File: src/rtl/fcc_pkg.sv
package fcc_pkg;

  typedef enum logic [2:0] {
    M_READ      = 3'd0,
    M_IDENT     = 3'd1,
    M_ERS_SU    = 3'd2,
    M_ERASING   = 3'd3,
    M_ERS_VFY   = 3'd4,
    M_PGM_SU    = 3'd5,
    M_PROGRAM   = 3'd6,
    M_PGM_VFY   = 3'd7
  } mode_t;

  localparam logic [7:0] OP_READ  = 8'h00;
  localparam logic [7:0] OP_IDENT = 8'h90;
  localparam logic [7:0] OP_ERASE = 8'h20;
  localparam logic [7:0] OP_EVFY  = 8'hA0;
  localparam logic [7:0] OP_PGM   = 8'h40;
  localparam logic [7:0] OP_PVFY  = 8'hC0;

  localparam logic [7:0] ID_MAKER  = 8'h89;
  localparam logic [7:0] ID_DEVICE = 8'hBD;

  // Mode entered by a command byte; unknown bytes fall back to array read.
  function automatic mode_t decode_op(input logic [7:0] op);
    case (op)
      OP_IDENT: decode_op = M_IDENT;
      OP_ERASE: decode_op = M_ERS_SU;
      OP_EVFY:  decode_op = M_ERS_VFY;
      OP_PGM:   decode_op = M_PGM_SU;
      OP_PVFY:  decode_op = M_PGM_VFY;
      default:  decode_op = M_READ;
    endcase
  endfunction

  // Identifier byte for a given address.
  function automatic logic [7:0] ident_byte(input logic [17:0] a);
    if (a == 18'd0)      ident_byte = ID_MAKER;
    else if (a == 18'd1) ident_byte = ID_DEVICE;
    else                 ident_byte = 8'h00;
  endfunction

  // Programming can only clear bits.
  function automatic logic [7:0] pgm_merge(input logic [7:0] old_b,
                                           input logic [7:0] new_b);
    pgm_merge = old_b & new_b;
  endfunction

endpackage

File: src/rtl/fcc_edge_sync.sv
module fcc_edge_sync #(
  parameter int STAGES = 2
) (
  input  logic clk,
  input  logic rst_n,
  input  logic strobe_n,
  output logic fall_ev,
  output logic rise_ev
);
  logic [STAGES-1:0] chain;
  logic              prev;

  always_ff @(posedge clk or negedge rst_n) begin
    if (!rst_n) begin
      chain <= '1;
      prev  <= 1'b1;
    end else begin
      chain <= {chain[STAGES-2:0], strobe_n};
      prev  <= chain[STAGES-1];
    end
  end

  assign fall_ev = prev & ~chain[STAGES-1];
  assign rise_ev = ~prev & chain[STAGES-1];
endmodule

File: src/rtl/fcc_decoder.sv
module fcc_decoder
  import fcc_pkg::*;
#(
  parameter int AW = 4
) (
  input  logic          clk,
  input  logic          rst_n,
  input  logic          fall_ev,
  input  logic          rise_ev,
  input  logic          vhv_ok,
  input  logic [AW-1:0] addr_lo,
  input  logic [7:0]    data_in,
  output mode_t         mode,
  output logic [AW-1:0] vfy_addr,
  output logic [AW-1:0] wr_addr,
  output logic          pgm_en,
  output logic          erase_all,
  output logic          erase_go,
  output logic          erase_end,
  output logic          prog_go,
  output logic          prog_end
);
  logic  wr_ok;
  mode_t dec_mode;

  assign wr_ok     = rise_ev & vhv_ok;
  assign dec_mode  = decode_op(data_in);
  assign pgm_en    = wr_ok & (mode == M_PGM_SU);
  assign erase_all = wr_ok & (mode == M_ERS_SU) & (data_in == OP_ERASE);

  always_ff @(posedge clk or negedge rst_n) begin
    if (!rst_n) begin
      mode      <= M_READ;
      vfy_addr  <= '0;
      wr_addr   <= '0;
      erase_go  <= 1'b0;
      erase_end <= 1'b0;
      prog_go   <= 1'b0;
      prog_end  <= 1'b0;
    end else begin
      erase_go  <= 1'b0;
      erase_end <= 1'b0;
      prog_go   <= 1'b0;
      prog_end  <= 1'b0;
      if (fall_ev) wr_addr <= addr_lo;
      if (wr_ok) begin
        if (mode == M_ERS_SU && data_in == OP_ERASE) begin
          mode     <= M_ERASING;
          erase_go <= 1'b1;
        end else if (mode == M_PGM_SU) begin
          mode     <= M_PROGRAM;
          prog_go  <= 1'b1;
          vfy_addr <= wr_addr;
        end else begin
          if (mode == M_ERASING) erase_end <= 1'b1;
          if (mode == M_PROGRAM) prog_end  <= 1'b1;
          mode <= dec_mode;
          if (data_in == OP_EVFY) vfy_addr <= wr_addr;
        end
      end
    end
  end
endmodule

File: src/rtl/fcc_store.sv
module fcc_store
  import fcc_pkg::*;
#(
  parameter int AW = 4,
  localparam int DEPTH = 1 << AW
) (
  input  logic          clk,
  input  logic          rst_n,
  input  logic          erase_all,
  input  logic          pgm_en,
  input  logic [AW-1:0] pgm_addr,
  input  logic [7:0]    pgm_data,
  input  logic [AW-1:0] rd_addr,
  input  logic [AW-1:0] vf_addr,
  output logic [7:0]    rd_data,
  output logic [7:0]    vf_data
);
  logic [7:0] mem [DEPTH];

  always_ff @(posedge clk or negedge rst_n) begin
    if (!rst_n) begin
      for (int i = 0; i < DEPTH; i++) mem[i] <= 8'hFF;
    end else if (erase_all) begin
      for (int i = 0; i < DEPTH; i++) mem[i] <= 8'hFF;
    end else if (pgm_en) begin
      mem[pgm_addr] <= pgm_merge(mem[pgm_addr], pgm_data);
    end
  end

  assign rd_data = mem[rd_addr];
  assign vf_data = mem[vf_addr];
endmodule

File: src/rtl/flash_cmd_ctrl.sv
module flash_cmd_ctrl
  import fcc_pkg::*;
#(
  parameter int ADDR_W  = 18,
  parameter int STORE_AW = 4,
  parameter int SYNC_ST = 2
) (
  input  logic              clk,
  input  logic              rst_n,
  input  logic              sel_n,
  input  logic              rden_n,
  input  logic              wrstb_n,
  input  logic              vhv_ok,
  input  logic [ADDR_W-1:0] addr,
  input  logic [7:0]        dq_in,
  output logic [7:0]        dq_out,
  output logic              dq_oe,
  output logic              erase_go,
  output logic              erase_end,
  output logic              prog_go,
  output logic              prog_end
);
  logic                wr_n;
  logic                fall_ev;
  logic                rise_ev;
  mode_t               mode;
  logic [STORE_AW-1:0] vfy_addr;
  logic [STORE_AW-1:0] wr_addr;
  logic                pgm_en;
  logic                erase_all;
  logic [7:0]          rd_data;
  logic [7:0]          vf_data;
  logic [7:0]          sel_byte;

  assign wr_n = sel_n | wrstb_n;

  fcc_edge_sync #(.STAGES(SYNC_ST)) u_sync (
    .clk(clk), .rst_n(rst_n), .strobe_n(wr_n),
    .fall_ev(fall_ev), .rise_ev(rise_ev)
  );

  fcc_decoder #(.AW(STORE_AW)) u_dec (
    .clk(clk), .rst_n(rst_n), .fall_ev(fall_ev), .rise_ev(rise_ev),
    .vhv_ok(vhv_ok), .addr_lo(addr[STORE_AW-1:0]), .data_in(dq_in),
    .mode(mode), .vfy_addr(vfy_addr), .wr_addr(wr_addr),
    .pgm_en(pgm_en), .erase_all(erase_all),
    .erase_go(erase_go), .erase_end(erase_end),
    .prog_go(prog_go), .prog_end(prog_end)
  );

  fcc_store #(.AW(STORE_AW)) u_store (
    .clk(clk), .rst_n(rst_n), .erase_all(erase_all), .pgm_en(pgm_en),
    .pgm_addr(wr_addr), .pgm_data(dq_in),
    .rd_addr(addr[STORE_AW-1:0]), .vf_addr(vfy_addr),
    .rd_data(rd_data), .vf_data(vf_data)
  );

  always_comb begin
    case (mode)
      M_IDENT:              sel_byte = ident_byte(18'(addr));
      M_ERS_VFY, M_PGM_VFY: sel_byte = vf_data;
      default:              sel_byte = rd_data;
    endcase
  end

  assign dq_oe  = ~sel_n & ~rden_n;
  assign dq_out = dq_oe ? sel_byte : 8'h00;
endmodule

File: config.mk
export PLATFORM = sky130hd
export DESIGN_NAME = flash_cmd_ctrl
export DESIGN_NICKNAME = d
export VERILOG_FILES = /design/src/rtl/fcc_pkg.sv /design/src/rtl/fcc_edge_sync.sv /design/src/rtl/fcc_decoder.sv /design/src/rtl/fcc_store.sv /design/src/rtl/flash_cmd_ctrl.sv
export SDC_FILE = /design/constraint.sdc
export NUM_CORES = 1
export LEC_CHECK = 0
export BUFFER_PORTS_ARGS = -buffer_cell sky130_fd_sc_hd__buf_2
export CELL_PAD_IN_SITES_DETAIL_PLACEMENT = 1
export CELL_PAD_IN_SITES_GLOBAL_PLACEMENT = 1
export CORE_MARGIN = 2
export CORE_UTILIZATION = 45
export CTS_CLUSTER_DIAMETER = 100
export DETAILED_ROUTE_END_ITERATION = 10
export HOLD_SLACK_MARGIN = 0.03
export PLACE_DENSITY = 0.77
export SYNTH_ARGS = -nofsm -noshare
export SYNTH_HDL_FRONTEND = slang
export SYNTH_HIERARCHICAL = 1
export SYNTH_SLANG_ARGS = --single-unit
File: constraint.sdc
create_clock -name clk -period 5.4 [get_ports clk]
set_input_delay 0 -clock clk [delete_from_list [all_inputs] [get_ports clk]]
set_output_delay 0 -clock clk [all_outputs]
set_load 0.005 [all_outputs]
==> run metrics <==
Post-synth EDFFs=0; drt first pass iters=6; hold_ws=-0.0504 ns; Starting Density=0.459; syn nets=841; # diodes=0; worst-margin pin slew=approximately 1.3 ns; die area=about 22000 um^2; Register Area=3820 um^2; worst path buffer plus inverter count=1; largest net degree at the start of global routing=86; Post-synth top cells=nor2_1 (151), dfstp_2 (131), a31oi_1 (128), mux4_2 (80), mux2i_1 (68); WS Path Type=reg -> reg; Final setup viols=0; CTS clk-pin slew, worst paths=about 0.070 ns; hold_buf cts=5; # DRC=0; WL final=32700 um; post-CTS sizing=0; H-tree depth=4; R2R cell count=6; Buffers on Ports=44; Lkg Pwr=3.77 nW; multi-input logic area=approximately 5100 um^2; DR vias/cell=just under 7; number of global-route vias before repair=8032; Layout Skew=roughly 0.011 ns; Slowest-stage cell, CP=clkinv_1; sequential area share after synthesis=0.411; PwrDens=~280 nW/um^2; biggest area consumer among synthesized cells=dfstp_2; layout cell share with drive strength beyond 1=0.398; Vias=7697; flop and latch count out of synthesis=between 100 and 150; CTS buffer count=17; CORE AREA=slightly above 20000 um^2; r2r endpoint=u_store/mem[66]$_DFFE_PN1P_; GPL Wtd Cong=0.896; final hold vios=10; area grow syn2layout=10.9%; Adder-Cell Fraction of Synth Area=0; IO Pins=45; Final min period=3.92 ns; clk root buf=clkbuf_16; critical path fanouts, max=19; Worst setup EP type=flip-flop; worst flop-to-flop path startpoint=u_dec/mode[2]$_DFFE_PN0P_; Clock Path Buffers=2; Final ANT Viol Nets=0; Peak VDD IR=between 0.15 and 0.2 mV; delay-heaviest family, CP=simple AND/OR/NAND/NOR gates; gr usage total=0.307; upper clock frequency limit=between 200 and 300 MHz; Syn Area/Cell=11.5 um^2; latest clock arrival within the worst-skew pair=~0.44 ns; Cell variety after synth=58; clk sinks=146; r2r setup slk=approximately 1.5 ns; status=finished with violations; Mapped Cells=roughly 810; crit path cell chain=or4b_2 > nor4_1 > clkinv_1 > o21ai_1 > nor2_1 > a31oi_1; most numerous cell in the Yosys netlist=nor2_1; Post-Place Setup Slack=1.93 ns; synth warn=6; RSZ-0062 raised after global routing=no; largest family of logic cells by synthesized area=multiplexers; GRT overflow=0; setup repair bufs after CTS=0; CP required=between 5 and 6 ns; Max Slew Vio Count=0; global-route wire length before repair=49900 um; final net count=between 800 and 900; Final WS setup=between 1 and 1.5 ns; period utilization=0.726; CP Launch Type=flip-flop; mux share of post-synthesis cell area=0.277; FILL cells=around 2200; DP HPWL=21200 um; HP Class=in -> async; critical path arrival=~4.2 ns; Iter 0 DRT Violations=727; async set-or-reset flop fraction in the synthesized netlist=1.00; chip width=148 um; XOR/XNOR share of the synthesized area=0.000943; mapped cell area=9290 um^2; Slew headroom=0.137; Post-Synth Simple-Gate Area=0.129; # rows=between 50 and 60; Avg WL per Cell=approximately 29 um; CTS tree=yes; Setup TNS=0 ns; dominant cells by area after synthesis=dfstp_2 (37%), mux4_2 (19%), a31oi_1 (8.6%); initial antenna violation count=1; die height=around 150 um; Tot Pwr=slightly below 3 mW; slowest stage delay, CP=0.81 ns; violated checks=negative hold slack; main flop type after synthesis=dfstp_2; Synth Area in Compound Gates=0.143; top-area cell type share of the netlist area=0.370; maxcap violations=0
==> power breakdown <==
part	switching, mW	internal (mW)
clock network	0.472	0.901
logic	0.279	0.127
registers	0.0467	1.11
==> layout by cell type, fill, tap and decap left out, types with 4 or more instances in the layout <==
master / instances
nor2_1: 151
nor4_1: 6
a221o_1: 6
nand2b_1: 13
dfrtp_1: 13
o21ai_1: 11
a21oi_1: 18
clkbuf_16: 17
mux4_2: 80
mux2_2: 5
dlygate4sd3_1: 5
nand2_1: 30
buf_2: 43
mux2i_1: 68
dfstp_2: 131
nand3_1: 7
a22oi_1: 13
buf_4: 9
nand3_2: 11
o21ai_0: 4
bufinv_16: 6
a31oi_1: 128
==> metrics by stage <==
stage / hold slack (ns) / instance area [um^2] / utilization / std cells
2_1_floorplan: -0.296 / 9290 / - / 809
3_3_place_gp: 0.245 / 9580 / 0.474 / 1075
3_5_place_dp: 0.245 / 9580 / 0.474 / 1075
4_1_cts: 0.0355 / 10300 / 0.509 / 1112
5_1_grt: 0.0705 / 10300 / 0.509 / 1112
6_report: -0.0504 / 10300 / 0.509 / 1112
==> final cells by class <==
cell class | count | share of cell area
Tap cell | 270 | 0.0328
Multi-Input combinational cell | 602 | 0.496
Sequential cell | 146 | 0.371
Clock inverter | 10 | 0.0197
Timing Repair Buffer | 58 | 0.0334
Inverter | 4 | 0.00146
Clock buffer | 22 | 0.0460
==> how the worst max path moves through the flow <==
| stage | startpoint | endpoint | slack, ns | depth (start not counted) |
|---|---|---|---|---|
| floorplan | u_dec/mode[2]$_DFFE_PN0P_ | u_store/mem[48]$_DFFE_PN1P_ | 2.94 | 7 |
| global placement | u_dec/mode[2]$_DFFE_PN0P_ | u_store/mem[71]$_DFFE_PN1P_ | 2.15 | 6 |
| detailed placement | u_dec/mode[2]$_DFFE_PN0P_ | u_store/mem[66]$_DFFE_PN1P_ | 1.93 | 6 |
| CTS | u_dec/mode[2]$_DFFE_PN0P_ | u_store/mem[66]$_DFFE_PN1P_ | 1.65 | 6 |
| global route | u_dec/mode[2]$_DFFE_PN0P_ | u_store/mem[66]$_DFFE_PN1P_ | 1.49 | 6 |
| finish | u_dec/mode[2]$_DFFE_PN0P_ | u_store/mem[66]$_DFFE_PN1P_ | 1.48 | 6 |
==> layer usage <==
metal	global-route usage	wire [um]	part of all wire	vias to the layer above
met5	0	13	0.00040	-
met4	0.117	1070	0.033	2
met3	0.0778	2620	0.080	83
met2	0.499	15800	0.48	420
met1	0.400	13200	0.40	4000
li1	-	-	-	3192
==> cell families after synthesis <==
group                  after synthesis
AND/OR/NAND/NOR                    248
AO/OA/AOI/OAI                      197
multiplexers                       156
flip-flops                         146
buffers and inverters               61
XOR/XNOR                             1
==> registers in the layout (all words and copies together) (netlist names) <==
register / flops
u_sync/prev: 1
u_dec/wr_addr: 4
u_sync/chain: 2
u_dec/erase_end: 1
u_store/mem: 128
u_dec/vfy_addr: 4
u_dec/mode: 3
u_dec/prog_end: 1
u_dec/erase_go: 1
u_dec/prog_go: 1
==> worst reg2reg max path, cell delays in order (launching register included) <==
cell	delay (ns)
dfrtp_1	0.49
or4b_2	0.68
nor4_1	0.59
clkinv_1	0.81
o21ai_1	0.80
nor2_1	0.16
a31oi_1	0.29
(Power assumes the default switching activity.)
